$ cat config.mk
export PLATFORM = sky130hd
export DESIGN_NAME = ctr_range_top
export DESIGN_NICKNAME = d
export VERILOG_FILES = /design/src/rtl/ctr_pkg.sv /design/src/rtl/ctr_cell.sv /design/src/rtl/ctr_wrap.sv /design/src/rtl/ctr_range_top.sv
export SDC_FILE = /design/constraint.sdc
export NUM_CORES = 1
export LEC_CHECK = 0
export BUFFER_PORTS_ARGS = -buffer_cell sky130_fd_sc_hd__buf_2
export CORE_AREA = 2 2 39 41
export DETAILED_ROUTE_END_ITERATION = 8
export DIE_AREA = 0 0 41 43
export GPL_TIMING_DRIVEN = 0
export PLACE_DENSITY = 0.53
export SLEW_MARGIN = 10
export SYNTH_ARGS = -nofsm -noshare
export SYNTH_HDL_FRONTEND = slang
export SYNTH_SLANG_ARGS = --single-unit
export TNS_END_PERCENT = 1
$ cat constraint.sdc
create_clock -name clk -period 2.6 [get_ports clk]
set_input_delay 0.78 -clock clk [delete_from_list [all_inputs] [get_ports clk]]
set_output_delay 0.78 -clock clk [all_outputs]
set_load 0.02 [all_outputs]
$ cat src/rtl/ctr_pkg.sv
package ctr_pkg;

    typedef enum logic [1:0] {
        MODE_FULL  = 2'd0,
        MODE_SHORT = 2'd1,
        MODE_RANGE = 2'd2,
        MODE_CHAIN = 2'd3
    } mode_e;

    typedef struct packed {
        logic clr;
        logic ld;
        logic cnt;
    } ctl_t;

    // State at which the selected mode wraps or flags terminal count
    function automatic int unsigned last_state(mode_e mode, int unsigned n,
                                               int unsigned m, int unsigned b);
        case (mode)
            MODE_SHORT: return m - 1;
            MODE_RANGE: return b;
            default:    return n - 1;
        endcase
    endfunction

    // Value reloaded when the wrap state is reached
    function automatic int unsigned restart_value(mode_e mode, int unsigned a);
        return (mode == MODE_RANGE) ? a : 0;
    endfunction

endpackage

$ cat src/rtl/ctr_cell.sv
module ctr_cell #(
    parameter int unsigned N  = 16,
    parameter int unsigned CW = $clog2(N)
) (
    input  logic            clk,
    input  logic            rst,
    input  ctr_pkg::ctl_t   ctl,
    input  logic [CW-1:0]   d,
    output logic [CW-1:0]   q,
    output logic            tc
);
    localparam logic [CW-1:0] LAST = CW'(N - 1);

    always_ff @(posedge clk) begin
        if (rst)            q <= '0;
        else if (ctl.clr)   q <= '0;
        else if (ctl.ld)    q <= d;
        else if (ctl.cnt)   q <= (q == LAST) ? '0 : q + CW'(1);
    end

    assign tc = ctl.cnt && (q == LAST);


    clear_chk: assert property (@(posedge clk) disable iff (rst)
        ctl.clr |=> (q == '0));

    load_chk: assert property (@(posedge clk) disable iff (rst)
        (!ctl.clr && ctl.ld) |=> (q == $past(d)));

    step_chk: assert property (@(posedge clk) disable iff (rst)
        (!ctl.clr && !ctl.ld && ctl.cnt && q != LAST) |=> (q == $past(q) + CW'(1)));

    hold_chk: assert property (@(posedge clk) disable iff (rst)
        (!ctl.clr && !ctl.ld && !ctl.cnt) |=> $stable(q));
endmodule

$ cat src/rtl/ctr_wrap.sv
module ctr_wrap #(
    parameter ctr_pkg::mode_e MODE = ctr_pkg::MODE_SHORT,
    parameter int unsigned N  = 16,
    parameter int unsigned M  = 6,
    parameter int unsigned A  = 5,
    parameter int unsigned B  = 11,
    parameter int unsigned CW = $clog2(N)
) (
    input  logic [CW-1:0]   q,
    input  logic            cnt,
    input  logic            ld,
    input  logic [CW-1:0]   d,
    output logic            eff_ld,
    output logic [CW-1:0]   eff_d,
    output logic            hit
);
    localparam logic [CW-1:0] LAST    = CW'(ctr_pkg::last_state(MODE, N, M, B));
    localparam logic [CW-1:0] RESTART = CW'(ctr_pkg::restart_value(MODE, A));
    localparam logic          WRAP_EN = (MODE == ctr_pkg::MODE_SHORT) ||
                                        (MODE == ctr_pkg::MODE_RANGE);

    always_comb begin
        hit    = cnt && (q == LAST);
        eff_ld = ld || (WRAP_EN && hit);
        eff_d  = ld ? d : RESTART;
    end
endmodule

$ cat src/rtl/ctr_range_top.sv
module ctr_range_top #(
    parameter ctr_pkg::mode_e MODE = ctr_pkg::MODE_SHORT,
    parameter int unsigned N = 16,
    parameter int unsigned M = 6,
    parameter int unsigned A = 5,
    parameter int unsigned B = 11,
    localparam int unsigned CW = $clog2(N),
    localparam int unsigned OW = (MODE == ctr_pkg::MODE_CHAIN) ? 2 * CW : CW
) (
    input  logic          clk,
    input  logic          rst,
    input  logic          clr,
    input  logic          ld,
    input  logic          cnt,
    input  logic [OW-1:0] d,
    output logic [OW-1:0] q,
    output logic          tc
);
    import ctr_pkg::*;

    generate
        if (MODE == MODE_CHAIN) begin : g_chain
            ctl_t          lo_ctl, hi_ctl;
            logic [CW-1:0] lo_q, hi_q;
            logic          lo_tc, hi_tc;

            assign lo_ctl = '{clr: clr, ld: ld, cnt: cnt};
            assign hi_ctl = '{clr: clr, ld: ld, cnt: lo_tc};

            ctr_cell #(.N(N), .CW(CW)) u_lo (
                .clk(clk), .rst(rst), .ctl(lo_ctl), .d(d[CW-1:0]),
                .q(lo_q), .tc(lo_tc));
            ctr_cell #(.N(N), .CW(CW)) u_hi (
                .clk(clk), .rst(rst), .ctl(hi_ctl), .d(d[OW-1:CW]),
                .q(hi_q), .tc(hi_tc));

            assign q  = {hi_q, lo_q};
            assign tc = hi_tc;


            upper_hold_chk: assert property (@(posedge clk) disable iff (rst)
                (!clr && !ld && !(cnt && q[CW-1:0] == CW'(N - 1)))
                    |=> $stable(q[OW-1:CW]));
        end else begin : g_single
            ctl_t          c_ctl;
            logic [CW-1:0] c_d;
            logic          c_ld, c_tc, w_hit;

            ctr_wrap #(.MODE(MODE), .N(N), .M(M), .A(A), .B(B), .CW(CW)) u_wrap (
                .q(q), .cnt(cnt), .ld(ld), .d(d),
                .eff_ld(c_ld), .eff_d(c_d), .hit(w_hit));

            assign c_ctl = '{clr: clr, ld: c_ld, cnt: cnt};

            ctr_cell #(.N(N), .CW(CW)) u_cell (
                .clk(clk), .rst(rst), .ctl(c_ctl), .d(c_d),
                .q(q), .tc(c_tc));

            assign tc = (MODE == MODE_FULL) ? c_tc : w_hit;

            if (MODE == MODE_SHORT) begin : g_short_chk

                short_wrap_chk: assert property (@(posedge clk) disable iff (rst)
                    (tc && !clr && !ld) |=> (q == '0));
            end
            if (MODE == MODE_RANGE) begin : g_range_chk

                range_wrap_chk: assert property (@(posedge clk) disable iff (rst)
                    (tc && !clr && !ld) |=> (q == CW'(A)));
            end

            load_over_wrap_chk: assert property (@(posedge clk) disable iff (rst)
                (tc && !clr && ld) |=> (q == $past(d)));
        end
    endgenerate


    reset_chk: assert property (@(posedge clk) rst |=> (q == '0));
endmodule

; Word-level counts from Yosys, hierarchy flattened
; Index checks and enable logic that the tools add are counted.
[totals]
in_bits = 9
reg_bits = 4
elab_cells = 12
out_inout_bits = 5
[op_classes]
n_mux = 4
n_reduce_logical = 4
addsub = 1
eq_ne = 2
[op_table]
columns = operator, count
row1 = 4-bit two-way mux, 4
row2 = "4-bit by 1-bit adder with 4-bit output, second input constant", 1
row3 = "4-bit by 3-bit == test with 1-bit output, second input constant", 1
row4 = "4-bit == test, second input constant", 1
row5 = 2-bit nonzero test, 1
row6 = 2-bit OR reduction, 1
row7 = 1-bit logical AND, 1
row8 = 1-bit logical OR, 1

; Depth between registers and ports, before layout
; Gate-level depths: netlist of the first run.
[logic_depth]
word_depth = 4
depth_mapped = 5
mapped_depth_nobuf = 5

; Modules after synthesis
; From an unflattened synthesis of the first run, not the netlist that was laid out.
[unflattened]
hier_cells = 37
hier_area_um2 = 299.0
[modules_own_cells]
columns = module, seq_area_each_um2, cells_per_inst, n_inst, area_each_um2
row1 = ctr_cell, 80.1, 28, 1, 240.2
row2 = ctr_wrap, 0.0, 9, 1, 58.8

; Least setup slack after synthesis of the first run
; Ideal clock, no wire load.
[synth_path]
path_type = input-to-output
startpoint = in cnt
endpoint = out tc
n_path_buf = 0
slack_ns = 0.673
arrival_time_ns = 1.147
t_required_ns = 1.820
path_stages = 2
path_cell_list = nand2_1 -> nor2_1
[synth_via]
elab_chain_cells = 1
[synth_rtl]
columns = item, line
row1 = start: declaration, ctr_range_top.sv:14  ; input logic cnt,
row2 = 1-bit logical AND, ctr_wrap.sv:23  ; hit = cnt && (q == LAST);
row3 = end: declaration, ctr_range_top.sv:17  ; output logic tc
; No other way between the ends.

; Final worst setup path of the first run
; Same ends and word-level chain as after synthesis.

==> metrics.md, run 1 <==
| Metric | Value |
|---|---|
| RSZ-0062 raised after global routing | `no` |
| Synth warn | `0` |
| Max H-tree Level | `1` |
| Post-synthesis cell type count | `19` |
| Synth area leader | `dfxtp_1` |
| Worst R2R Setup Slack | `1.17 ns` |
| HP Class | `reg -> reg` |
| Starting density of the core | `21.3%` |
| Crit end category | `output pin` |
| Mapped Nets | `49` |
| Clock-pin slew on the worst setup and hold paths | `around 0.030 ns` |
| Synth Instances | `38` |
| DP Worst Slack | `roughly 0.56 ns` |
| Share of cells above drive strength 1 | `between 30% and 40%` |
| Clk sinks | `4` |
| Pins Over Slew Limit | `0` |
| Hold Slack | `roughly 0.57 ns` |
| Die Wd | `41 um` |
| Max Cap Viol | `0` |
| Startpoint types | `input pin` |
| Vias | `322` |
| Min-Delay Path Depth | `2` |
| Antenna Cells | `0` |
| CTS tree | `built` |
| Total setup buffers inserted after CTS | `0` |
| Vias in the first global route | `290` |
| Final Wtd Congestion | `roughly 0.74` |
| Crit path from | `cnt` |
| Largest reg by FF count | `g_single.u_cell.q` |
| Post-Syn Area per Cell | `7.77 sq um` |
| Final net count | `67` |
| Initial antenna violation count | `0` |
| Post-Synthesis Cell Area | `between 200 and 300 sq um` |
| Worst slew margin | `83.1%` |
| Fmax | `between 400 and 500 MHz` |
| Iteration-0 DRC count of the detailed router | `10` |
| DRC | `0` |
| Largest delay share family, worst path | `buffers and inverters` |
| CP Class | `in -> out` |
| Wire length per cell | `between 10 and 15 um` |
| Routed WL | `approximately 730 um` |
| Maximum VDD drop | `0.000201 V` |
| Core area | `approximately 1400 sq um` |
| TNS Setup | `0 ns` |
| R2r startpoint | `g_single.u_cell.q[1]$_SDFFE_PP0P_` |
| Die Y | `about 43 um` |
| Final Worst Setup Slack | `approximately 0.56 ns` |
| GRT Util Overall | `under 10%` |
| Final setup viols | `0` |
| Seq/Total Area, Yosys | `between 20% and 30%` |
| Cells along the critical path | `buf_2 -> nand2_1 -> nor2_1 -> buf_2` |
| Max FO, Critical Path | `6` |
| Worst-Skew Late Latency | `0.23 ns` |
| Min cycle time layout | `slightly above 2 ns` |
| Synth area leaders | `dfxtp_1 27%, ha_1 8.5%, o21ai_0 6.8%, inv_1 6.4%, a211o_1 5.9%` |
| Area Overhead vs Synth | `36.4%` |
| Largest register FFs | `4` |
| Hold buffers post-CTS | `0` |
| Layout Cell Area excl Fill | `about 400 sq um` |
| Worst r2r path cells | `5` |
| Final hold vios | `0` |
| CTS resizes | `0` |
| Cell leakage power | `0.180 nW` |
| First-pass GRT wire length | `approximately 1200 um` |
| Run status | `complete, no violations` |
| CTS Buffer Depth | `2` |
| I/O pin total | `14` |
| Share of the synthesized area in the top cell type | `between 20% and 30%` |
| Largest net degree at the start of global routing | `8` |
| Largest regs | `g_single.u_cell.q x4` |
| Remaining Overflow, GRT | `0` |
| Reg area | `around 80 sq um` |
| Req. time, crit path | `around 1.8 ns` |
| Min-delay src | `g_single.u_cell.q[1]$_SDFFE_PP0P_` |
| Hold path endpoint | `g_single.u_cell.q[1]$_SDFFE_PP0P_` |
| Via-to-Cell Ratio | `roughly 4.6` |
| Crit path largest cell delay | `around 0.17 ns` |
| FF+latch count, synth | `4` |
| Placed Area | `roughly 380 sq um` |
| Dpl hpwl | `roughly 550 um` |
| Drt first pass iters | `4` |
| Setup Skew | `between 0.002 and 0.0025 ns` |
| Most used cell, CP | `buf_2` |
| Critical path buffers and inverters | `2` |
| Fillers | `155` |
| CP max-delay cell | `buf_2` |
| Routed Antenna Nets | `0` |
| Worst R2R End | `g_single.u_cell.q[0]$_SDFFE_PP0P_` |
| Cts bufs inserted | `3` |
| Die area | `~1800 sq um` |
| Worst EP arrival | `1.26 ns` |
| Crit share post-route | `between 70% and 80%` |
| Worst-margin pin slew | `0.252 ns` |
| Multi-input gate area | `around 200 sq um` |
| Row count | `14` |
| Pwr Density | `roughly 440 nW/um^2` |
| Number of I/O port buffers | `13` |
| Root Buffer Master | `clkbuf_4` |
==> per-stage QoR <==
step	util (%)	total power, W	instances
6_report	29.1	0.000176	70
5_1_grt	29.1	0.000191	70
4_1_cts	29.1	0.000179	70
3_5_place_dp	27.5	0.000103	67
3_3_place_gp	27.5	0.000103	67
2_1_floorplan	-	0.0000884	38
==> cell usage in the layout, fill, tap and decap left out <==
cell type and instances:
buf_2 13, dfxtp_1 4, nor3b_1 1, ha_1 2
o21ai_0 4, a211oi_1 2, mux2_4 1, clkbuf_4 3
nor2_1 3, or3_1 1, a311oi_1 1, nor2b_1 1
inv_1 5, nand2_1 3, a21oi_1 2, nand2b_1 2
a211o_1 2, a21oi_2 1, a31oi_1 1, o21a_1 1
o211ai_1 1
==> synthesized netlist by cell type <==
library cell	count
o211ai_1	1
a21oi_2	1
o21a_1	1
nand2b_1	2
nor3b_1	1
or3_1	1
mux2_4	1
a211o_1	2
nor2_1	3
a31oi_1	1
nor2b_1	1
a21oi_1	2
ha_1	2
inv_1	5
a311oi_1	1
a211oi_1	2
o21ai_0	4
dfxtp_1	4
nand2_1	3
==> layer usage <==
| metal | global-route usage (%) | wire (um) | up-vias |
|---|---|---|---|
| met2 | 12.2 | 352 | 9 |
| met1 | 13.5 | 333 | 144 |
| met5 | 0 | 0 | - |
| li1 | - | - | 169 |
| met3 | 3.14 | 47 | 0 |
| met4 | 8.00 | 0 | 0 |
==> where the power goes <==
group	internal [W]	total (W)	switching [W]	leakage, nW
clock	0.0000514	0.0000736	0.0000222	0.0138
combinational	0.0000155	0.0000337	0.0000182	0.134
sequential	0.0000644	0.0000682	0.00000375	0.0327
==> logic make-up (layout without fill, tap and decap cells) <==
kind of cell	after synthesis	in the layout	share of synthesized area, %
AO/OA/AOI/OAI	15	15	34.3
adder cells (fa/ha/maj)	2	2	8.47
buffers and inverters	5	21	6.36
flip-flops	4	4	27.1
multiplexers	1	1	5.08
AND/OR/NAND/NOR	11	11	18.6
==> worst reg2reg max path, cell delays in order, from the launching register on <==
cell and delay, ns:
dfxtp_1 0.39, inv_1 0.06, ha_1 0.21, mux2_4 0.27, a211o_1 0.31, a21oi_2 0.13
==> worst max-delay path by stage <==
stage	end	slack [ns]	cells after the start
floorplan	tc	0.67	2
global placement	tc	0.55	4
detailed placement	tc	0.56	4
CTS	tc	0.55	4
global route	tc	0.49	4
finish	tc	0.56	4
==> layout make-up <==
type                            instances  area share [%]
Sequential cell                         4            19.9
Multi-Input combinational cell         29            48.8
Inverter                                5            4.66
Tap cell                               16            4.97
Timing Repair Buffer                   13            16.1
Clock buffer                            3            5.59
(Power assumes the default switching activity.)
==> run 2, diff against run 1 <==
--- a/config.mk
+++ b/config.mk
@@ -5,12 +5,13 @@
 export SDC_FILE = /design/constraint.sdc
 export NUM_CORES = 1
 export LEC_CHECK = 0
+export ABC_AREA = 1
 export BUFFER_PORTS_ARGS = -buffer_cell sky130_fd_sc_hd__buf_2
 export CORE_AREA = 2 2 39 41
 export DETAILED_ROUTE_END_ITERATION = 8
 export DIE_AREA = 0 0 41 43
 export GPL_TIMING_DRIVEN = 0
-export PLACE_DENSITY = 0.53
+export PLACE_DENSITY = 0.55
 export SLEW_MARGIN = 10
 export SYNTH_ARGS = -nofsm -noshare
 export SYNTH_HDL_FRONTEND = slang
==> constraint.sdc (replaced) <==
create_clock -name clk -period 1.8 [get_ports clk]
set_input_delay 0.54 -clock clk [delete_from_list [all_inputs] [get_ports clk]]
set_output_delay 0.54 -clock clk [all_outputs]
set_load 0.02 [all_outputs]
==> metrics.md, run 2 <==
| Metric | Value |
|---|---|
| Run status | `complete, no violations (unchanged)` |
| Wire length per cell | `8.55 um (was 10.5 um)` |
| Die Wd | `41 um (unchanged)` |
| Starting density of the core | `21.5% (was 21.3%)` |
| Req. time, crit path | `1.26 ns (was 1.82 ns)` |
| Top cells by count, synth | `9 x nand2_1, 5 x inv_1, 4 x dfxtp_1, 4 x nor2_1 (was 5 x inv_1, 4 x dfxtp_1, 4 x o21ai_0)` |
| Proportion of power drawn by combinational gates | `18.6% (was 19.2%)` |
| Crit share post-route | `a little over nine tenths` |
| Routed Antenna Nets | `0 (unchanged)` |
| Commonest cells after routing, fill and taps aside | `13 x buf_2, 9 x nand2_1, 5 x inv_1 (was 13 x buf_2, 5 x inv_1, 4 x o21ai_0, 4 x dfxtp_1)` |
| Setup Skew | `0.00558 ns (was 0.00230 ns)` |
| HP Class | `in -> reg (was reg -> reg)` |
| Seq/Total Area, Yosys | `26.9% (was 27.1%)` |
| CTS Buffer Depth | `2 (unchanged)` |
| Min-delay src | `d[1] (was g_single.u_cell.q[1]$_SDFFE_PP0P_)` |
| Worst R2R Setup Slack | `0.68 ns (was 1.17 ns)` |
| Die Y | `43 um (unchanged)` |
| DRC | `0 (unchanged)` |
| GRT Util Overall | `8.94% (was 9.94%)` |
| Dpl hpwl | `548 um (was 551 um)` |
| Worst EP arrival | `1.18 ns (was 1.26 ns)` |
| Worst-margin pin slew | `0.247 ns (was 0.252 ns)` |
| Top FF cell, synth | `dfxtp_1 (unchanged)` |
| Final net count | `75 (was 67)` |
| Worst slew margin | `83.5% (was 83.1%)` |
| Post-synthesis cell type count | `15 (was 19)` |
| Vias | `323 (was 322)` |
| Largest register FFs | `4 (unchanged)` |
| Final setup viols | `0 (unchanged)` |
| Min-Delay Path Depth | `3 (was 2)` |
| Area Overhead vs Synth | `37.0% (was 36.4%)` |
| Synth area leader | `dfxtp_1 (unchanged)` |
| Final hold vios | `0 (unchanged)` |
| Share of cells above drive strength 1 | `43.5% (was 33.3%)` |
| Post-synth ARST share | `0% (unchanged)` |
| Synth Instances | `46 (was 38)` |
| Core area | `1380 sq um (unchanged)` |
| Most used cell, CP | `inv_2 (was buf_2)` |
| Max FO, Critical Path | `6 (unchanged)` |
| Cells along the critical path | `inv_1 -> ha_1 -> nand2_1 -> inv_2 -> nand2_2 -> inv_2 -> buf_2 (was buf_2 -> nand2_1 -> nor2_1 -> buf_2)` |
| CP max-delay cell | `dfxtp_2 (was buf_2)` |
| Multi-input gate area | `188 sq um (was 196 sq um)` |
| Most common cell in the netlist | `nand2_1 (was inv_1)` |
| Net Sw Power | `0.0000730 W (was 0.0000442 W)` |
| Worst-Skew Late Latency | `0.24 ns (was 0.23 ns)` |
| Routed WL | `667 um (was 733 um)` |
| DP Worst Slack | `0.222 ns (was 0.556 ns)` |
| Worst r2r path cells | `9 (was 5)` |
| Commonest non-fill, non-tap cell in the layout | `buf_2 (unchanged)` |
| Synth area leaders | `dfxtp_1 27%, nand2_1 11%, ha_1 8.4%, inv_1 6.3%, nor2_2 6.3% (was dfxtp_1 27%, ha_1 8.5%, o21ai_0 6.8%, inv_1 6.4%, a211o_1 5.9%)` |
| Antenna Cells | `0 (unchanged)` |
| CP Class | `reg -> out (was in -> out)` |
| Fillers | `161 (was 155)` |
| Number of I/O port buffers | `13 (unchanged)` |
| Final Worst Setup Slack | `0.0787 ns (was 0.559 ns)` |
| First-pass GRT wire length | `1060 um (was 1160 um)` |
| Remaining Overflow, GRT | `0 (unchanged)` |
| Reg area | `82.6 sq um (was 80.1 sq um)` |
| Largest regs | `g_single.u_cell.q x4 (unchanged)` |
| Startpoint types | `register (was input pin)` |
| Max H-tree Level | `1 (unchanged)` |
| Maximum VDD drop | `0.000342 V (was 0.000201 V)` |
| CTS tree | `built (unchanged)` |
| Fmax | `slightly below 600 MHz` |
| Clock-pin slew on the worst setup and hold paths | `0.03 ns (about the same)` |
| Sequential fraction of design power | `38.6% (was 38.8%)` |
| Switching part of the total | `27.8% (was 25.2%)` |
| FF+latch count, synth | `4 (unchanged)` |
| Drt first pass iters | `4 (unchanged)` |
| Iteration-0 DRC count of the detailed router | `5 (was 10)` |
| Share of the synthesized area in the top cell type | `26.9% (was 27.1%)` |
| Clk sinks | `4 (unchanged)` |
| Via-to-Cell Ratio | `4.14 (was 4.60)` |
| Min cycle time layout | `1.72 ns` |
| Worst R2R End | `g_single.u_cell.q[1]$_SDFFE_PP0P_ (was g_single.u_cell.q[0]$_SDFFE_PP0P_)` |
| Mapped Nets | `57 (was 49)` |
| Row count | `14 (unchanged)` |
| I/O pin total | `14 (unchanged)` |
| RSZ-0062 raised after global routing | `no (unchanged)` |
| Pins Over Slew Limit | `0 (unchanged)` |
| Die area | `1760 sq um (unchanged)` |
| Vias in the first global route | `272 (was 290)` |
| Post-Syn Area per Cell | `6.47 sq um (was 7.77 sq um)` |
| Initial antenna violation count | `0 (unchanged)` |
| Pwr Density | `643 nW/um^2 (was 436 nW/um^2)` |
| Crit end category | `output pin (unchanged)` |
| Critical path buffers and inverters | `4 (was 2)` |
| Largest net degree at the start of global routing | `8 (unchanged)` |
| Root Buffer Master | `clkbuf_4 (unchanged)` |
| Clock Power Share | `42.8% (was 41.9%)` |
| R2r startpoint | `g_single.u_cell.q[1]$_SDFFE_PP0P_ (unchanged)` |
| TNS Setup | `0 ns (unchanged)` |
| Number of flops mapped to enable cells by yosys | `0 (unchanged)` |
| Hold path endpoint | `g_single.u_cell.q[1]$_SDFFE_PP0P_ (unchanged)` |
| Final Wtd Congestion | `0.748 (was 0.736)` |
| Cell leakage power | `0.216 nW (was 0.180 nW)` |
| Internal Power | `0.000189 W (was 0.000131 W)` |
| Post-Synthesis Cell Area | `298 sq um (was 295 sq um)` |
| Largest delay share family, worst path | `flip-flops (was buffers and inverters)` |
| Max Cap Viol | `0 (unchanged)` |
| Cts bufs inserted | `3 (unchanged)` |
| Crit path largest cell delay | `0.36 ns (was 0.17 ns)` |
| Synth warn | `0 (unchanged)` |
| Post-layout util | `29.5% (was 29.1%)` |
| Largest reg by FF count | `g_single.u_cell.q (unchanged)` |
## run 2: cell types whose count changed in the layout (fill, tap and decap cells not counted), sizes merged, moves of 2 or more
cell	before	now
a21oi	3	5
inv	5	8
nand3	0	3
nand2	3	10
nand2b	2	0
a211o	2	0
nand4	0	2
a211oi	2	0
nor2	3	7
## run 2: how the worst max path moves through the flow
stage               endpoint                               from  cells after the start
global route              tc  g_single.u_cell.q[1]$_SDFFE_PP0P_                      7
CTS                       tc  g_single.u_cell.q[1]$_SDFFE_PP0P_                      7
finish                    tc  g_single.u_cell.q[1]$_SDFFE_PP0P_                      7
floorplan                 tc  g_single.u_cell.q[0]$_SDFFE_PP0P_                      5
global placement          tc                                cnt                      6
detailed placement        tc                                cnt                      6
## run 2: layer usage
layer	routed length (um)	up-vias	global-route usage, %	part of all wire [%]
li1	-	180	-	-
met1	323	131	11.9	48
met2	273	12	10.9	41
met3	70	0	7.33	10
met4	0	0	2.00	0
met5	0	-	0	0
## run 2: cell families after synthesis
logic type	count (synthesis)	synth area share (%)
adders and majority gates	2	8.40
AOI/OAI and AO/OA	9	17.6
DFF	4	26.9
xor gates and xnor gates	1	2.94
and+or+nand+nor	22	34.0
buffers and inverters	8	10.1
## run 2: repair_timing
action                                  in CTS  in global routing
setup buffers                                0                  0
hold endpoints to repair                     0                  0
hold buffers                                 0                  0
resized for setup                            2                  0
endpoints found under the setup margin       1                  0
## run 2: final cells by class
cell class	instances	share of cell area, %
Tap cell	16	4.91
Clock buffer	3	5.52
Timing Repair Buffer	13	16.0
Sequential cell	4	20.2
Inverter	8	7.36
Multi-Input combinational cell	34	46.0
## run 2: power by group through the flow
stage	sequential (W)	combinational [W]	clock (W)
final	0.000101	0.0000488	0.000112
after global routing	0.000102	0.0000544	0.000124
after CTS	0.000102	0.0000495	0.000116
after detailed placement	0.000102	0.0000492	0
after global placement	0.000103	0.0000487	0
after floorplan	0.000106	0.0000251	0
## run 2: through the flow
step	instances	hold slack, ns	power, W	cell area [sq um]
floorplan	46	0.646	0.000131	298
global placement	75	0.599	0.000151	383
detailed placement	75	0.614	0.000152	383
CTS	78	0.561	0.000267	408
global route	78	0.560	0.000281	408
finish	78	0.561	0.000262	408
## run 2: tightest hold or removal path, cell delays in order
cell	delay (ns)
buf_2	0.09
nand2_1	0.07
a21oi_2	0.05
==> run 3, diff against run 2 <==
--- a/config.mk
+++ b/config.mk
@@ -12,6 +12,7 @@
 export DIE_AREA = 0 0 41 43
 export GPL_TIMING_DRIVEN = 0
 export PLACE_DENSITY = 0.55
+export SETUP_SLACK_MARGIN = 0.3
 export SLEW_MARGIN = 10
 export SYNTH_ARGS = -nofsm -noshare
 export SYNTH_HDL_FRONTEND = slang
==> metrics.md, run 3 (synthesis results as in run 2) <==
| Metric | Value |
|---|---|
| Final hold vios | `0 (unchanged)` |
| Dpl hpwl | `555 um (was 548 um)` |
| DP Worst Slack | `0.216 ns (was 0.222 ns)` |
| TNS Setup | `0 ns (unchanged)` |
| Cell leakage power | `0.239 nW (was 0.216 nW)` |
| Worst-margin pin slew | `0.219 ns (was 0.247 ns)` |
| Via-to-Cell Ratio | `4.54 (was 4.14)` |
| Routed Antenna Nets | `0 (unchanged)` |
| Hold buffers post-CTS | `0 (unchanged)` |
| Routed WL | `821 um (was 667 um)` |
| Pwr Density | `578 nW/um^2 (was 643 nW/um^2)` |
| Max Cap Viol | `0 (unchanged)` |
| Drt first pass iters | `3 (was 4)` |
| Worst R2R Setup Slack | `0.63 ns (was 0.68 ns)` |
| Commonest non-fill, non-tap cell in the layout | `buf_2 (unchanged)` |
| Initial antenna violation count | `0 (unchanged)` |
| Reg area | `88.8 sq um (was 82.6 sq um)` |
| GRT Util Overall | `12.2% (was 8.94%)` |
| Die Y | `43 um (unchanged)` |
| Max FO, Critical Path | `2 (was 6)` |
| Core area | `1380 sq um (unchanged)` |
| Fillers | `165 (was 161)` |
| DRC | `0 (unchanged)` |
| Vias | `372 (was 323)` |
| Req. time, crit path | `1.26 ns (about the same)` |
| Iteration-0 DRC count of the detailed router | `2 (was 5)` |
| Wire length per cell | `10.0 um (was 8.55 um)` |
| Clock-pin slew on the worst setup and hold paths | `0.04 ns (was 0.03 ns)` |
| Final Wtd Congestion | `0.760 (was 0.748)` |
| Largest net degree at the start of global routing | `8 (unchanged)` |
| Worst R2R End | `g_single.u_cell.q[3]$_SDFFE_PP0P_ (was g_single.u_cell.q[1]$_SDFFE_PP0P_)` |
| Cts bufs inserted | `3 (unchanged)` |
| Maximum VDD drop | `0.000283 V (was 0.000342 V)` |
| Largest reg by FF count | `g_single.u_cell.q (unchanged)` |
| Largest register FFs | `4 (unchanged)` |
| Row count | `14 (unchanged)` |
| Final net count | `79 (was 75)` |
| Multi-input gate area | `203 sq um (was 188 sq um)` |
| RSZ-0062 raised after global routing | `yes (was no)` |
| Antenna Cells | `0 (unchanged)` |
| Fmax | `625 MHz (was 581 MHz)` |
| Worst slew margin | `85.3% (was 83.5%)` |
| CP Class | `reg -> out (unchanged)` |
| Final setup viols | `0 (unchanged)` |
| CTS tree | `built (unchanged)` |
| Worst-Skew Late Latency | `0.24 ns (about the same)` |
| Root Buffer Master | `clkbuf_4 (unchanged)` |
| Die Wd | `41 um (unchanged)` |
| First-pass GRT wire length | `1400 um (was 1060 um)` |
| Largest regs | `g_single.u_cell.q x4 (unchanged)` |
| Startpoint types | `register (unchanged)` |
| Vias in the first global route | `361 (was 272)` |
| Max H-tree Level | `1 (unchanged)` |
| Worst r2r path cells | `7 (was 9)` |
| Pins Over Slew Limit | `0 (unchanged)` |
| Setup crit end | `tc (unchanged)` |
| Area Overhead vs Synth | `56.3% (was 37.0%)` |
| I/O pin total | `14 (unchanged)` |
| Clk sinks | `4 (unchanged)` |
| Final Worst Setup Slack | `0.199 ns (was 0.0787 ns)` |
| Placed Cells | `75 (unchanged)` |
| Remaining Overflow, GRT | `0 (unchanged)` |
| Commonest cells after routing, fill and taps aside | `12 x buf_2, 8 x nand2_1 (was 13 x buf_2, 9 x nand2_1, 5 x inv_1)` |
| Die area | `1760 sq um (unchanged)` |
| HP Class | `in -> reg (unchanged)` |
| Number of I/O port buffers | `13 (unchanged)` |
| Setup Skew | `0.00116 ns (was 0.00558 ns)` |
| Fin cells | `82 (was 78)` |
| Worst EP arrival | `1.06 ns (was 1.18 ns)` |
| R2r startpoint | `g_single.u_cell.q[0]$_SDFFE_PP0P_ (was g_single.u_cell.q[1]$_SDFFE_PP0P_)` |
| Starting density of the core | `21.5% (unchanged)` |
| Crit end category | `output pin (unchanged)` |
| Crit path from | `g_single.u_cell.q[1]$_SDFFE_PP0P_ (unchanged)` |
| Crit share post-route | `88.9% (was 95.6%)` |
| Share of cells above drive strength 1 | `53.0% (was 43.5%)` |
| Post-layout util | `33.6% (was 29.5%)` |
| Min cycle time layout | `1.60 ns (was 1.72 ns)` |
| Run status | `complete, no violations (unchanged)` |
| CTS Buffer Depth | `2 (unchanged)` |
-- run 3: changes by cell type in the layout (fill, tap and decap cells not counted), sizes merged --
cell | previous run | this run
buf | 13 | 17
-- run 3: layer usage --
layer / global-route usage, % / part of all wire, %
met1: 13.2 / 42
met2: 15.9 / 44
met3: 10.5 / 11
met4: 6.67 / 2.8
met5: 0 / 0
-- run 3: what timing repair did --
action | 4_1_cts | 5_1_grt
pin swaps | 1 | 0
endpoints found under the setup margin | 1 | 1
gates resized for setup | 10 | 0
setup buffers | 4 | 0
cloned | 0 | 0
-- run 3: layout make-up --
type | count | area share, %
repair buffers | 17 | 21.8
well taps | 16 | 4.30
clock buffers | 3 | 4.84
flip-flops and latches | 4 | 19.1
multi-input cells | 34 | 43.5
inverters | 8 | 6.45
-- run 3: worst min-delay path by stage --
| stage | to | from | slack (ns) | depth (start not counted) |
|---|---|---|---|---|
| after floorplan | g_single.u_cell.q[0]$_SDFFE_PP0P_ | g_single.u_cell.q[0]$_SDFFE_PP0P_ | 0.58 | 2 |
| after global placement | g_single.u_cell.q[0]$_SDFFE_PP0P_ | g_single.u_cell.q[0]$_SDFFE_PP0P_ | 0.56 | 2 |
| after detailed placement | g_single.u_cell.q[0]$_SDFFE_PP0P_ | g_single.u_cell.q[0]$_SDFFE_PP0P_ | 0.57 | 2 |
| after CTS | g_single.u_cell.q[1]$_SDFFE_PP0P_ | d[1] | 0.56 | 3 |
| after global routing | g_single.u_cell.q[1]$_SDFFE_PP0P_ | d[1] | 0.57 | 3 |
| final | g_single.u_cell.q[1]$_SDFFE_PP0P_ | d[1] | 0.56 | 3 |
-- run 3: power by group --
part / switching (W) / internal [W] / leakage (nW)
Clock: 0.0000373 / 0.0000746 / 0.0138
Sequential: 0.00000609 / 0.0000924 / 0.0346
Combinational: 0.0000334 / 0.0000254 / 0.191
Total: 0.0000768 / 0.000192 / 0.239
-- run 3: worst max-delay path, stage by stage, from the launching register on --
cell,delay (ns)
dfxtp_4,0.34
inv_2,0.04
ha_4,0.14
nand2_2,0.05
inv_2,0.03
nand2_2,0.06
inv_2,0.04
buf_6,0.12
-- run 3: metrics by stage --
stage / total power, W / area [sq um] / hold slack, ns
global route: 0.000290 / 465 / 0.573
finish: 0.000269 / 465 / 0.561
CTS: 0.000273 / 465 / 0.560
floorplan: 0.000131 / 299 / 0.577
detailed placement: 0.000152 / 384 / 0.566
global placement: 0.000152 / 384 / 0.559
